$ cat src/rtl/tdl_pkg.sv
package tdl_pkg;

    typedef enum logic [1:0] {
        FL_RUN   = 2'd0,
        FL_FLUSH = 2'd1,
        FL_CLEAR = 2'd2
    } flush_state_t;

    typedef enum logic {
        GD_WATCH   = 1'b0,
        GD_TRIPPED = 1'b1
    } guard_state_t;

endpackage

$ cat src/rtl/tdl_shift.sv
module tdl_shift #(
    parameter int DEPTH = 33
) (
    input  logic             clk,
    input  logic             rst,
    input  logic             din,
    output logic [DEPTH-1:0] stage
);

    for (genvar k = 0; k < DEPTH; k++) begin : g_stage
        if (k == 0) begin : g_head
            always_ff @(posedge clk) begin
                if (rst) stage[k] <= 1'b0;
                else     stage[k] <= din;
            end
        end else begin : g_body
            always_ff @(posedge clk) begin
                if (rst) stage[k] <= 1'b0;
                else     stage[k] <= stage[k-1];
            end
        end
    end

endmodule

$ cat src/rtl/tdl_tap_read.sv
module tdl_tap_read #(
    parameter int DEPTH    = 33,
    parameter int SEL_W    = 5,
    parameter int INHERENT = 2,
    parameter int STEP     = 1
) (
    input  logic             clk,
    input  logic             rst,
    input  logic [DEPTH-1:0] stage,
    input  logic [SEL_W-1:0] sel,
    input  logic             blank,
    output logic             dout
);

    localparam int IW = (DEPTH > 1) ? $clog2(DEPTH) : 1;

    logic [IW-1:0] idx;
    logic          tap_bit;

    // Stage k holds the input sampled k+1 edges ago; the output register adds one more.
    always_comb begin
        idx     = IW'(INHERENT - 1 + int'(sel) * STEP);
        tap_bit = stage[idx];
    end

    always_ff @(posedge clk) begin
        if (rst)        dout <= 1'b0;
        else if (blank) dout <= 1'b0;
        else            dout <= tap_bit;
    end

    assert_blank_forces_low_R3: assert property (
        @(posedge clk) disable iff (rst) blank |=> !dout
    );

endmodule

$ cat src/rtl/tdl_sel_guard.sv
module tdl_sel_guard
    import tdl_pkg::*;
#(
    parameter int SEL_W = 5,
    parameter int STEP  = 1
) (
    input  logic             clk,
    input  logic             rst,
    input  logic [SEL_W-1:0] sel,
    input  logic             dout,
    output logic             viol
);

    localparam int NSEL   = 1 << SEL_W;
    localparam int MAXGAP = (NSEL - 1) * STEP;
    localparam int GAP_W  = $clog2(MAXGAP + 1);
    localparam int CW     = GAP_W + 1;

    guard_state_t     state, state_nx;
    logic [SEL_W-1:0] prev_sel;
    logic             dout_d;
    logic [CW-1:0]    since;
    logic [CW-1:0]    gap;
    logic             unsafe;

    // Quiet-time counter since the last output change, saturating at the largest gap.
    always_ff @(posedge clk) begin
        if (rst) begin
            prev_sel <= sel;
            dout_d   <= 1'b0;
            since    <= CW'(MAXGAP);
        end else begin
            prev_sel <= sel;
            dout_d   <= dout;
            if (dout != dout_d)          since <= '0;
            else if (since < CW'(MAXGAP)) since <= since + 1'b1;
        end
    end

    always_comb begin
        gap    = CW'((int'(sel) - int'(prev_sel)) * STEP);
        unsafe = (sel != prev_sel) && (sel > prev_sel) && (since < gap);
    end

    always_ff @(posedge clk) begin
        if (rst) state <= GD_WATCH;
        else     state <= state_nx;
    end

    always_comb begin
        state_nx = state;
        unique case (state)
            GD_WATCH:   if (unsafe) state_nx = GD_TRIPPED;
            GD_TRIPPED: state_nx = GD_TRIPPED;
            default:    state_nx = GD_WATCH;
        endcase
    end

    always_comb viol = (state == GD_TRIPPED);

    assert_viol_sticky_R8: assert property (
        @(posedge clk) disable iff (rst) viol |=> viol
    );

endmodule

$ cat src/rtl/tdl_flush_fsm.sv
module tdl_flush_fsm
    import tdl_pkg::*;
#(
    parameter int SEL_W = 5,
    parameter int STEP  = 1
) (
    input  logic             clk,
    input  logic             rst,
    input  logic [SEL_W-1:0] sel,
    input  logic             blank,
    input  logic             din,
    output logic             ready
);

    localparam int NSEL   = 1 << SEL_W;
    localparam int MAXGAP = (NSEL - 1) * STEP;
    localparam int CW     = $clog2(MAXGAP + 1) + 1;

    flush_state_t  state, state_nx;
    logic [CW-1:0] cnt, cnt_nx;
    logic [CW-1:0] need;
    logic [CW-1:0] target;

    always_comb begin
        need   = CW'(int'(sel) * STEP);
        target = (need == '0) ? CW'(1) : need;
    end

    always_ff @(posedge clk) begin
        if (rst) begin
            state <= FL_CLEAR;
            cnt   <= '0;
        end else begin
            state <= state_nx;
            cnt   <= cnt_nx;
        end
    end

    always_comb begin
        state_nx = state;
        cnt_nx   = cnt;
        unique case (state)
            FL_RUN: begin
                if (blank) begin
                    state_nx = FL_FLUSH;
                    cnt_nx   = '0;
                end
            end
            FL_FLUSH: begin
                if (!blank) begin
                    state_nx = FL_RUN;
                end else if (din) begin
                    cnt_nx = '0;
                end else if (CW'(cnt + 1'b1) >= target) begin
                    state_nx = FL_CLEAR;
                end else begin
                    cnt_nx = cnt + 1'b1;
                end
            end
            FL_CLEAR: begin
                if (!blank) begin
                    state_nx = FL_RUN;
                end else if (din) begin
                    state_nx = FL_FLUSH;
                    cnt_nx   = '0;
                end
            end
            default: state_nx = FL_CLEAR;
        endcase
    end

    always_comb ready = (state == FL_CLEAR);

    assert_input_restarts_flush_R10: assert property (
        @(posedge clk) disable iff (rst) (blank && din) |=> !ready
    );

    assert_running_not_ready_R11: assert property (
        @(posedge clk) disable iff (rst) !blank |=> !ready
    );

    assert_ready_needs_blank_R9: assert property (
        @(posedge clk) disable iff (rst) $rose(ready) |-> $past(blank)
    );

endmodule

$ cat src/rtl/prog_tap_delay.sv
module prog_tap_delay #(
    parameter int SEL_W    = 5,
    parameter int INHERENT = 2,
    parameter int STEP     = 1
) (
    input  logic             clk,
    input  logic             rst,
    input  logic             din,
    input  logic [SEL_W-1:0] sel,
    input  logic             blank,
    output logic             dout,
    output logic             ready,
    output logic             viol
);

    localparam int NSEL  = 1 << SEL_W;
    localparam int DEPTH = INHERENT + (NSEL - 1) * STEP;

    logic [DEPTH-1:0] stage;

    tdl_shift #(.DEPTH(DEPTH)) u_shift (
        .clk   (clk),
        .rst   (rst),
        .din   (din),
        .stage (stage)
    );

    tdl_tap_read #(
        .DEPTH    (DEPTH),
        .SEL_W    (SEL_W),
        .INHERENT (INHERENT),
        .STEP     (STEP)
    ) u_tap (
        .clk   (clk),
        .rst   (rst),
        .stage (stage),
        .sel   (sel),
        .blank (blank),
        .dout  (dout)
    );

    tdl_sel_guard #(.SEL_W(SEL_W), .STEP(STEP)) u_guard (
        .clk  (clk),
        .rst  (rst),
        .sel  (sel),
        .dout (dout),
        .viol (viol)
    );

    tdl_flush_fsm #(.SEL_W(SEL_W), .STEP(STEP)) u_flush (
        .clk   (clk),
        .rst   (rst),
        .sel   (sel),
        .blank (blank),
        .din   (din),
        .ready (ready)
    );

endmodule

$ cat config.mk
export PLATFORM = sky130hd
export DESIGN_NAME = prog_tap_delay
export DESIGN_NICKNAME = d
export VERILOG_FILES = /design/src/rtl/tdl_pkg.sv /design/src/rtl/tdl_shift.sv /design/src/rtl/tdl_tap_read.sv /design/src/rtl/tdl_sel_guard.sv /design/src/rtl/tdl_flush_fsm.sv /design/src/rtl/prog_tap_delay.sv
export SDC_FILE = /design/constraint.sdc
export NUM_CORES = 1
export LEC_CHECK = 0
export BUFFER_PORTS_ARGS = -buffer_cell sky130_fd_sc_hd__buf_2
export CAP_MARGIN = 10
export CELL_PAD_IN_SITES_DETAIL_PLACEMENT = 0
export CELL_PAD_IN_SITES_GLOBAL_PLACEMENT = 2
export CORE_MARGIN = 5
export CORE_UTILIZATION = 40
export DETAILED_ROUTE_END_ITERATION = 10
export GPL_TIMING_DRIVEN = 1
export HOLD_SLACK_MARGIN = 0.03
export PLACE_DENSITY_LB_ADDON = 0.1
export SYNTH_ARGS = -nofsm -noshare
export SYNTH_HDL_FRONTEND = slang
export SYNTH_HIERARCHICAL = 1
export SYNTH_SLANG_ARGS = --single-unit
$ cat constraint.sdc
create_clock -name clk -period 3.16 [get_ports clk]
set_clock_uncertainty 0.2 [all_clocks]
set_input_delay 0 -clock clk [delete_from_list [all_inputs] [get_ports clk]]
set_output_delay 0 -clock clk [all_outputs]
set_load 0.02 [all_outputs]
==> flow_summary.toml, run 1 <==
[outcome]
status = "finished clean"

[synthesis]
async_flop_share_pct = 0
netlist-cell-type-count = 58
synth_common_cells = "dfxtp_1, nor2b_1, ha_1"
synth_area_leaders = "dfxtp_1, nor2b_1, ha_1"
ys_seq_area_share_pct = 40.2
avgSynthCellArea_sq_um = 10.0
yosys.area.top_type = "dfxtp_1"
synth_top_area_share_pct = 40.2
ys_ff_latch = 55
syn_inst = 273
synth_edf_count = 0
synth.most_common_cell = "dfxtp_1"
postSynth.topFlopCell = "dfxtp_1"
syn_nets = 302
yosysWarnings = 6
syn_area_sq_mm = 0.00274

[worst_setup_path]
cp-start-kind = "primary input"
endpoint_kind = "flop"
critPathRequiredTime_ps = 3170
r2r-end = "u_flush/state[1]$_SDFFE_PP1P_"
worstRegToRegCells = 7
worstSetupPathType = "in -> reg"
cp.arrival_ps = 2670
worst-path-max-fanout = 8
r2r_start = "u_flush/cnt[2]$_SDFFE_PP0P_"
r2r_slack_ps = 580

[route]
drt_pass1_iterations = 4
num_vias = 1923
dr_wl_met2_um = 2250
met1_length_um = 2680
routedWlPerCell_um = 13.6
drcViolationCount = 0
wirelength_um = 5100
top_layer_used = "met4"
via_per_inst = 5.14
ant_nets = 0
first_iter_violations = 51
wl_met3_um = 109

[global_routing]
globalRouteTotalUtil_pct = 13.1
antenna_found_initial = 0
grt_start_max_net_pins = 56
grt_pass1_wl_um = 9240
grt-ovfl-total = 0
grt_pass1_vias = 1944

[floorplanning]
coreArea_sq_mm = 0.00672
dieArea_sq_mm = 0.00861
die_h_um = 92.8
die_width_um = 92.8
initial_core_util_pct = 40.8
ioPinCount = 12
core.rowCount = 30

[pwr]
vdd_ir_drop_max_mv = 0.182
p_sw_share_pct = 30.8
clockPowerShare_pct = 26.0
power_density_mw_per_mm2 = 512
p_int_mw = 1.07
comb_power_share_pct = 23.5
seq_power_share_pct = 50.6
net-switching-power_uw = 477
power_leakage_nw = 1.25

[sta]
tightest_slew_ps = 910
tns_ps = 0
rsz0062_at_grt = "no"
slew_headroom_pct = 39.3
finalHoldViolations = 0
fin_crit_ps = 2660
timing.fmax_ghz = 0.375
fin_ws_ps = 496
setup_viol = 0
fin_crit_sh_pct = 84.3
drv_slew = 0

[cts]
cts_tree = "yes"
cts_buffers = 5
htree_levels = 2
cts_root_buffer = "clkbuf_8"
ctsResizeCount = 0
clock_latency_ps = 310
clock_sinks = 55
path_clk_slew_ps = 100
cts_max_path_buffers = 2

[placed_design]
place_inst = 359
io_buffers = 11
place_hpwl_um = 3660
gp_congestion = 0.739
dp_slack_ps = 590

[cells_and_area]
fin_cells = 374
final_nets = 322
synthToLayoutAreaGrowth_pct = 10.1
antenna_cells = 0
layout-drive-gt1-share_pct = 11.2

[job]
maxCapViolations = 0

[hold_path]
holdCritStartpoint = "rst"
min-delay-path-class = "in -> reg"
hold_depth = 2
hold-path-endpoint = "u_shift/stage[32]$_SDFF_PP0_"
==> power by group through the flow <==
stage | Clock, mW | Sequential (mW) | Combinational (mW)
finish | 0.402 | 0.781 | 0.363
global route | 0.446 | 0.791 | 0.419
CTS | 0.421 | 0.783 | 0.369
detailed placement | 0 | 0.800 | 0.359
global placement | 0 | 0.800 | 0.359
floorplan | 0 | 0.793 | 0.287
==> how the worst max path moves through the flow <==
stage	end	cells past startpoint	slack (ps)	startpoint
floorplan	u_flush/state[1]$_SDFFE_PP1P_	6	790	u_flush/cnt[0]$_SDFFE_PP0P_
global placement	u_flush/state[1]$_SDFFE_PP1P_	7	610	u_flush/cnt[2]$_SDFFE_PP0P_
detailed placement	u_flush/state[1]$_SDFFE_PP1P_	7	590	u_flush/cnt[2]$_SDFFE_PP0P_
CTS	u_flush/state[1]$_SDFFE_PP1P_	10	480	sel[2]
global route	u_guard/viol$_SDFF_PP0_	13	380	sel[0]
finish	u_flush/state[1]$_SDFFE_PP1P_	10	500	sel[2]
==> per-stage QoR <==
stage	hold slack (ps)	area [sq um]	power (mW)	utilization, %
finish	111	3020	1.55	44.9
global route	188	3020	1.66	44.9
CTS	140	3020	1.57	44.9
detailed placement	14.3	2860	1.16	42.5
global placement	14.3	2860	1.16	42.5
floorplan	-172	2740	1.08	-
==> worst max-delay path: stages <==
cell	delay [ps]
dlygate4sd3_1	520
buf_2	200
inv_1	80
a41o_1	240
ha_1	260
nand2b_4	150
a2111oi_4	350
nor3_2	140
or3_4	420
a311o_1	320
==> cell families (layout without fill, tap and decap cells) <==
group	after synthesis	count (layout)	synth area share, %
AO/OA/AOI/OAI	51	51	14.9
adder cells (fa/ha/maj)	20	20	9.40
buffers and inverters	22	43	4.11
XOR/XNOR	15	15	5.07
AND/OR/NAND/NOR	95	95	20.9
flip-flops	55	55	40.2
multiplexers	15	15	5.48
==> routing by layer <==
| layer | vias up | GRT usage, % |
|---|---|---|
| li1 | 1009 | - |
| met1 | 895 | 18.1 |
| met2 | 13 | 20.6 |
| met3 | 6 | 2.68 |
| met4 | 0 | 4.03 |
| met5 | - | 0 |
==> sequential cells by signal, summed over array words and instances, names as in the netlist <==
signal	count
u_tap/dout	1
u_guard/prev_sel	5
u_guard/since	6
u_guard/dout_d	1
u_shift/stage	33
u_flush/state	2
u_flush/cnt	6
u_guard/viol	1
==> layout by cell type (no fill, tap or decap), types with 4 or more instances in the layout <==
| cell | count |
|---|---|
| xnor2_1 | 7 |
| nand2_1 | 4 |
| dlygate4sd3_1 | 7 |
| mux2i_1 | 15 |
| nand2b_1 | 6 |
| dfxtp_1 | 55 |
| nor3_1 | 4 |
| nand3_1 | 11 |
| nor2b_1 | 40 |
| a22oi_1 | 5 |
| o21bai_1 | 4 |
| inv_1 | 15 |
| buf_2 | 11 |
| o21ai_0 | 8 |
| xor2_1 | 7 |
| ha_1 | 19 |
| nor2_1 | 10 |
| clkbuf_8 | 5 |
==> cell type report <==
class | count | area [sq um]
flip-flops and latches | 55 | 1100
clock buffers | 5 | 68.8
multi-input cells | 196 | 1530
clock inverters | 3 | 23.8
inverters | 15 | 56.3
well taps | 80 | 100
repair buffers | 20 | 140
fillers | 662 | 3700
==> what timing repair did <==
action	in CTS	in global routing
hold buffers	7	0
hold endpoints to repair	12	0
setup buffers	0	0
(Power assumes the default switching activity.)
==> run 2, diff against run 1 <==
Settings changed: ABC_AREA set to 1, CORE_UTILIZATION 40 to 35.
Clock period 3.16 ns to 2.7 ns, I/O delays scaled along.
==> run 2 against run 1 <==
Net effect:
- via count rose by 19%
- routed wire length rose by 16%
- cell area rose by 7.0%
- total power rose by 25%
- largest cell class unchanged
==> flow_summary.toml, run 2 <==
[sta]
fin_crit_ps = 2400
rsz0062_at_grt = "no"
drv_slew = 0
timing.fmax_ghz = 0.416
fin_crit_sh_pct = 89.0
hold_slack_ps = 187
finalHoldViolations = 0
slew_headroom_pct = 71.0
tns_ps = 0
setup_viol = 0
tightest_slew_ps = 434

[synthesis]
postSynth.topFlopCell = "dfxtp_1"
netlist-cell-type-count = 30
syn_inst = 411
syn_nets = 440
ys_ff_latch = 55
synth_edf_count = 0
synth_area_leaders = "dfxtp_1, nand2_1, inv_1"
avgSynthCellArea_sq_um = 7.11
yosysWarnings = 6
async_flop_share_pct = 0
synth_top_area_share_pct = 37.7
syn_area_sq_mm = 0.00292
yosys.area.top_type = "dfxtp_1"
ys_seq_area_share_pct = 37.7
synth_common_cells = "nand2_1, inv_1, nor2_1"
synth.most_common_cell = "nand2_1"

[cells_and_area]
synthToLayoutAreaGrowth_pct = 10.5
antenna_cells = 0
final_cell_mix = "nand2_1, inv_1, nor2_1, dfxtp_1, nand3_1"
layout-drive-gt1-share_pct = 10.4
n_fill_cell = 911
multi_input_area_sq_mm = 0.00141
regMostFlops = "u_shift/stage"
final_nets = 461
largest_reg_flops = 33
top_regs = "u_shift/stage x33, u_flush/cnt x6, u_guard/since x6"
regArea_sq_mm = 0.00110
fin_area_sq_mm = 0.00323
mostFrequentLayoutCell = "nand2_1"

[pwr]
net-switching-power_uw = 637
power_leakage_nw = 1.54
comb_power_share_pct = 27.3
p_int_mw = 1.29
p_sw_share_pct = 33.0
vdd_ir_drop_max_mv = 0.246
power_density_mw_per_mm2 = 597
power_mw = 1.93
clockPowerShare_pct = 24.6
seq_power_share_pct = 48.0

[hold_path]
min-delay-path-class = "in -> reg"
hold_depth = 2
hold-path-endpoint = "u_guard/prev_sel[4]$_DFF_P_"
holdCritStartpoint = "sel[4]"

[global_routing]
grt-ovfl-total = 0
grt_start_max_net_pins = 23
antenna_found_initial = 0
grt_pass1_vias = 2345
globalRouteTotalUtil_pct = 12.8
grt_pass1_wl_um = 10600

[floorplanning]
core.rowCount = 33
initial_core_util_pct = 35.7
die_h_um = 101
die_width_um = 101
ioPinCount = 12
dieArea_sq_mm = 0.0103
coreArea_sq_mm = 0.00818

[worst_setup_path]
worst-path-max-fanout = 3
r2r_slack_ps = 380
r2r-end = "u_guard/viol$_SDFF_PP0_"
critPathSlowestCell = "dlygate4sd3_1"
cp_slowest_stage_delay_ps = 530
worstRegToRegCells = 13
critPathRequiredTime_ps = 2750
cp-start-kind = "primary input"
cp_cell_sequence = "dlygate4sd3_1 -> buf_2 -> inv_1 -> ha_1 -> inv_1 -> fa_1 -> a21oi_1 -> xor2_1 -> ha_1 -> nand2_1 -> inv_1 -> a21oi_1 -> nand2_1 -> nor2_1 -> nor2_1 -> nor2_1"
endpoint_kind = "flop"
cp_top_family = "buffers and inverters"
worstSetupPathType = "in -> reg"
cp.arrival_ps = 2450
path_buf_inv = 5
r2r_start = "u_guard/prev_sel[0]$_DFF_P_"

[route]
ant_nets = 0
via_per_inst = 4.25
first_iter_violations = 49
drt_pass1_iterations = 4
wirelength_um = 5930
drcViolationCount = 0
routedWlPerCell_um = 11.0
num_vias = 2287

[cts]
cts_max_path_buffers = 2
cts_root_buffer = "clkbuf_8"
post_cts_buffers = 0
cts_buffers = 5
htree_levels = 2
clock_sinks = 55
cts_tree = "yes"
clock_latency_ps = 300
path_clk_slew_ps = 100

[placed_design]
gp_congestion = 0.712
place_hpwl_um = 4340
place_area_sq_mm = 0.00304
io_buffers = 11

[outcome]
status = "finished clean"

[job]
maxCapViolations = 0
run 2: area by class of cell:
class	instances	area share, %
Clock buffer	7	2.67
Clock inverter	1	0.271
Inverter	86	10.2
Multi-Input combinational cell	262	43.8
Sequential cell	55	34.1
Tap cell	105	4.07
Timing Repair Buffer	22	4.96
run 2: routing by layer:
metal,vias up,track usage (%),wire [um]
li1,1277,-,-
met1,998,17.1,3100
met2,10,21.3,2680
met3,2,2.20,104
met4,0,3.37,37
met5,-,0,0
run 2: worst max path at each step:
stage | startpoint | to | cells past startpoint
finish | sel[0] | u_guard/viol$_SDFF_PP0_ | 16
global route | sel[0] | u_guard/viol$_SDFF_PP0_ | 16
CTS | sel[0] | u_guard/viol$_SDFF_PP0_ | 16
detailed placement | u_guard/prev_sel[0]$_DFF_P_ | u_guard/viol$_SDFF_PP0_ | 13
global placement | u_guard/prev_sel[0]$_DFF_P_ | u_guard/viol$_SDFF_PP0_ | 13
floorplan | u_guard/prev_sel[0]$_DFF_P_ | u_guard/viol$_SDFF_PP0_ | 13
run 2: kinds of logic (layout without fill, tap and decap cells):
| group | Yosys count | after routing | share of synthesized area [%] |
|---|---|---|---|
| adder cells (fa/ha/maj) | 20 | 20 | 8.82 |
| AO/OA/AOI/OAI | 19 | 19 | 4.11 |
| AND/OR/NAND/NOR | 211 | 211 | 31.4 |
| flip-flops | 55 | 55 | 37.7 |
| XOR/XNOR | 12 | 12 | 3.85 |
| buffers and inverters | 94 | 116 | 14.1 |
run 2: through the flow:
stage	setup slack [ps]	instances	utilization (%)
global route	1.55	538	39.5
finish	296	538	39.5
global placement	392	521	37.2
CTS	285	538	39.4
floorplan	506	411	-
detailed placement	396	521	37.2
run 2: power groups by stage:
stage	sequential [mW]	combinational (mW)	clock, mW
final	0.926	0.527	0.475
after global routing	0.937	0.626	0.543
after CTS	0.928	0.535	0.510
after detailed placement	0.946	0.522	0
after global placement	0.946	0.525	0
after floorplan	0.936	0.416	0
run 2: repair_timing:
action / in CTS / in global routing
endpoints found under the setup margin: 0 / 1
endpoints found under the hold margin: 28 / 0
hold buffers: 9 / 0
gates resized for setup: 0 / 1
==> run 3, diff against run 2 <==
Settings changed: CORE_UTILIZATION 35 to 36, SYNTH_HIERARCHICAL 1 to unset.
==> run 3 against run 2 <==
Net effect:
- cell area shrank 4.5%
- synthesized area down 6.1%
- flip-flop and latch count did not move
- worst setup slack got worse by 91 ps
==> flow_summary.toml, run 3 <==
[cts]
cts_buffers = 5
path_clk_slew_ps = 100
htree_levels = 2
cts_max_path_buffers = 2
clock_sinks = 55
cts_root_buffer = "clkbuf_8"
clock_latency_ps = 300
cts_tree = "yes"

[worst_setup_path]
cp-start-kind = "primary input"
r2r-end = "u_guard.viol$_SDFF_PP0_"
worstRegToRegCells = 12
cp.arrival_ps = 2500
worst-path-max-fanout = 19
cp_common_cell = "nand2_1"
critPathRequiredTime_ps = 2710
worstSetupPathType = "in -> reg"
critPathSlowestCell = "dlygate4sd3_1"
path_buf_inv = 4
crit_cells = 15
cp_slowest_stage_delay_ps = 540
cp_cell_sequence = "dlygate4sd3_1 -> buf_2 -> inv_6 -> ha_1 -> inv_1 -> fa_1 -> nand2_1 -> nand2_1 -> nand2_1 -> nand2_1 -> ha_1 -> nand2_1 -> o21a_1 -> a41oi_1 -> nor2_1"
cp_top_family = "buffers and inverters"
r2r_start = "u_guard.prev_sel[2]$_DFF_P_"
crit_end = "u_guard.viol$_SDFF_PP0_"
crit_start = "sel[0]"
endpoint_kind = "flop"
r2r_slack_ps = 400

[synthesis]
ys_seq_area_share_pct = 40.1
synth_top_area_share_pct = 40.1
avgSynthCellArea_sq_um = 7.43
yosysWarnings = 0
synth_area_leaders = "dfxtp_1, inv_1, ha_1"
postSynth.topFlopCell = "dfxtp_1"
ys_ff_latch = 55
netlist-cell-type-count = 34
syn_nets = 398
synth_edf_count = 0
async_flop_share_pct = 0
synth_common_cells = "inv_1, dfxtp_1, nand2_1"
syn_area_sq_mm = 0.00274
yosys.area.top_type = "dfxtp_1"
syn_inst = 369
synth.most_common_cell = "inv_1"

[cells_and_area]
fin_cells = 488
post-route-util_pct = 42.0
top_regs = "u_shift.stage x33, u_flush.cnt x6, u_guard.since x6"
final_nets = 417
antenna_cells = 0
layout-drive-gt1-share_pct = 9.25
synthToLayoutAreaGrowth_pct = 12.4
largest_reg_flops = 33
final_cell_mix = "inv_1, nand2_1, dfxtp_1, nor2_1, a21oi_1"
regMostFlops = "u_shift.stage"
mostFrequentLayoutCell = "inv_1"

[sta]
rsz0062_at_grt = "no"
tightest_slew_ps = 501
timing.fmax_ghz = 0.401
finalHoldViolations = 0
tns_ps = 0
fin_crit_sh_pct = 92.4
fin_ws_ps = 205
hold_slack_ps = 186
drv_slew = 0
setup_viol = 0
fin_crit_ps = 2490
slew_headroom_pct = 66.3

[route]
first_iter_violations = 90
drt_pass1_iterations = 4
via_per_inst = 4.48
drcViolationCount = 0
routedWlPerCell_um = 11.6
wirelength_um = 5650
ant_nets = 0
num_vias = 2186

[placed_design]
io_buffers = 11
dp_slack_ps = 398
gp_congestion = 0.744
place_hpwl_um = 4000
place_inst = 471

[job]
maxCapViolations = 0

[pwr]
net-switching-power_uw = 607
power_leakage_nw = 1.42
seq_power_share_pct = 46.2
clockPowerShare_pct = 28.9
comb_power_share_pct = 24.9
vdd_ir_drop_max_mv = 0.210
power_density_mw_per_mm2 = 640
p_sw_share_pct = 30.8
p_int_mw = 1.37

[floorplanning]
initial_core_util_pct = 37.4
core.rowCount = 31
coreArea_sq_mm = 0.00733
ioPinCount = 12
die_h_um = 97.3
dieArea_sq_mm = 0.00946
die_width_um = 97.3

[global_routing]
antenna_found_initial = 0
grt_start_max_net_pins = 36
grt_pass1_wl_um = 10000
grt_pass1_vias = 2192
grt-ovfl-total = 0
globalRouteTotalUtil_pct = 12.8

[hold_path]
min-delay-path-class = "in -> reg"

[outcome]
status = "finished clean"
==> run 3: changes by cell type after synthesis, sizes merged, moves of 2 or more <==
cell	delta
or2	-2
nor2	-10
inv	-17
o21a	+2
xor2	-2
nand2	-43
clkbuf	+4
nand3	-14
a21oi	+20
o21ai	+21
==> run 3: per-stage QoR <==
stage                     total power, mW  instance area (sq um)
final                                1.97                   3080
after floorplan                      1.31                   2740
after global routing                 2.14                   3080
after detailed placement             1.42                   2870
after global placement               1.42                   2870
after CTS                            2.01                   3080
==> run 3: worst register-to-register path: cells and delay by family (launching register included) <==
family / cells / cell delay, ps
AO/OA/AOI/OAI: 5 / 690
adder cells (fa/ha/maj): 2 / 640
AND/OR/NAND/NOR: 3 / 280
flip-flops: 1 / 320
buffers and inverters: 2 / 80
==> run 3: worst min-delay path by stage <==
| stage | startpoint | end | slack [ps] | depth (start not counted) |
|---|---|---|---|---|
| 3_3_place_gp | sel[3] | u_guard.prev_sel[3]$_DFF_P_ | -30 | 1 |
| 6_report | sel[3] | u_guard.prev_sel[3]$_DFF_P_ | 190 | 2 |
| 4_1_cts | sel[3] | u_guard.prev_sel[3]$_DFF_P_ | 180 | 2 |
| 2_1_floorplan | sel[0] | u_guard.prev_sel[0]$_DFF_P_ | -170 | 0 |
| 5_1_grt | sel[3] | u_guard.prev_sel[3]$_DFF_P_ | 210 | 2 |
| 3_5_place_dp | sel[3] | u_guard.prev_sel[3]$_DFF_P_ | -30 | 1 |
==> run 3: cell type report <==
| cell class | instances | area [sq um] |
|---|---|---|
| Clock inverter | 2 | 35.0 |
| Clock buffer | 6 | 82.6 |
| Timing Repair Buffer | 23 | 168 |
| Inverter | 69 | 264 |
| Sequential cell | 55 | 1100 |
| Tap cell | 99 | 124 |
| Multi-Input combinational cell | 234 | 1310 |
| Fill cell | 768 | 4250 |
==> run 3: power groups by stage <==
stage / Clock (mW) / Combinational [mW] / Sequential, mW
floorplan: 0 / 0.380 / 0.927
global placement: 0 / 0.489 / 0.934
detailed placement: 0 / 0.487 / 0.934
CTS: 0.598 / 0.502 / 0.914
global route: 0.629 / 0.586 / 0.925
finish: 0.569 / 0.492 / 0.912
==> run 3: logic make-up (layout without fill, tap and decap cells) <==
family	after synthesis	in the layout	share of synthesized area, %
and+or+nand+nor	143	143	23.1
buffers and inverters	80	100	12.2
AOI/OAI and AO/OA	62	62	12.0
DFF	55	55	40.1
adders and majority gates	20	20	9.40
xor gates and xnor gates	9	9	3.15
==> run 3: what timing repair did <==
item                                    in CTS  in global routing
endpoints found under the setup margin       0                  1
gates resized for setup                      0                  1
endpoints found under the hold margin       21                  0
buffers inserted                             0                  0
hold buffers                                 9                  0
==> run 3: routing by layer <==
layer  up-vias  track usage [%]  part of all wire, %
li1       1191                -                    -
met1       976             16.1                   49
met2        14             21.8                   48
met3         5             3.02                  1.8
met4         0             3.83                  1.1
met5         -                0                    0
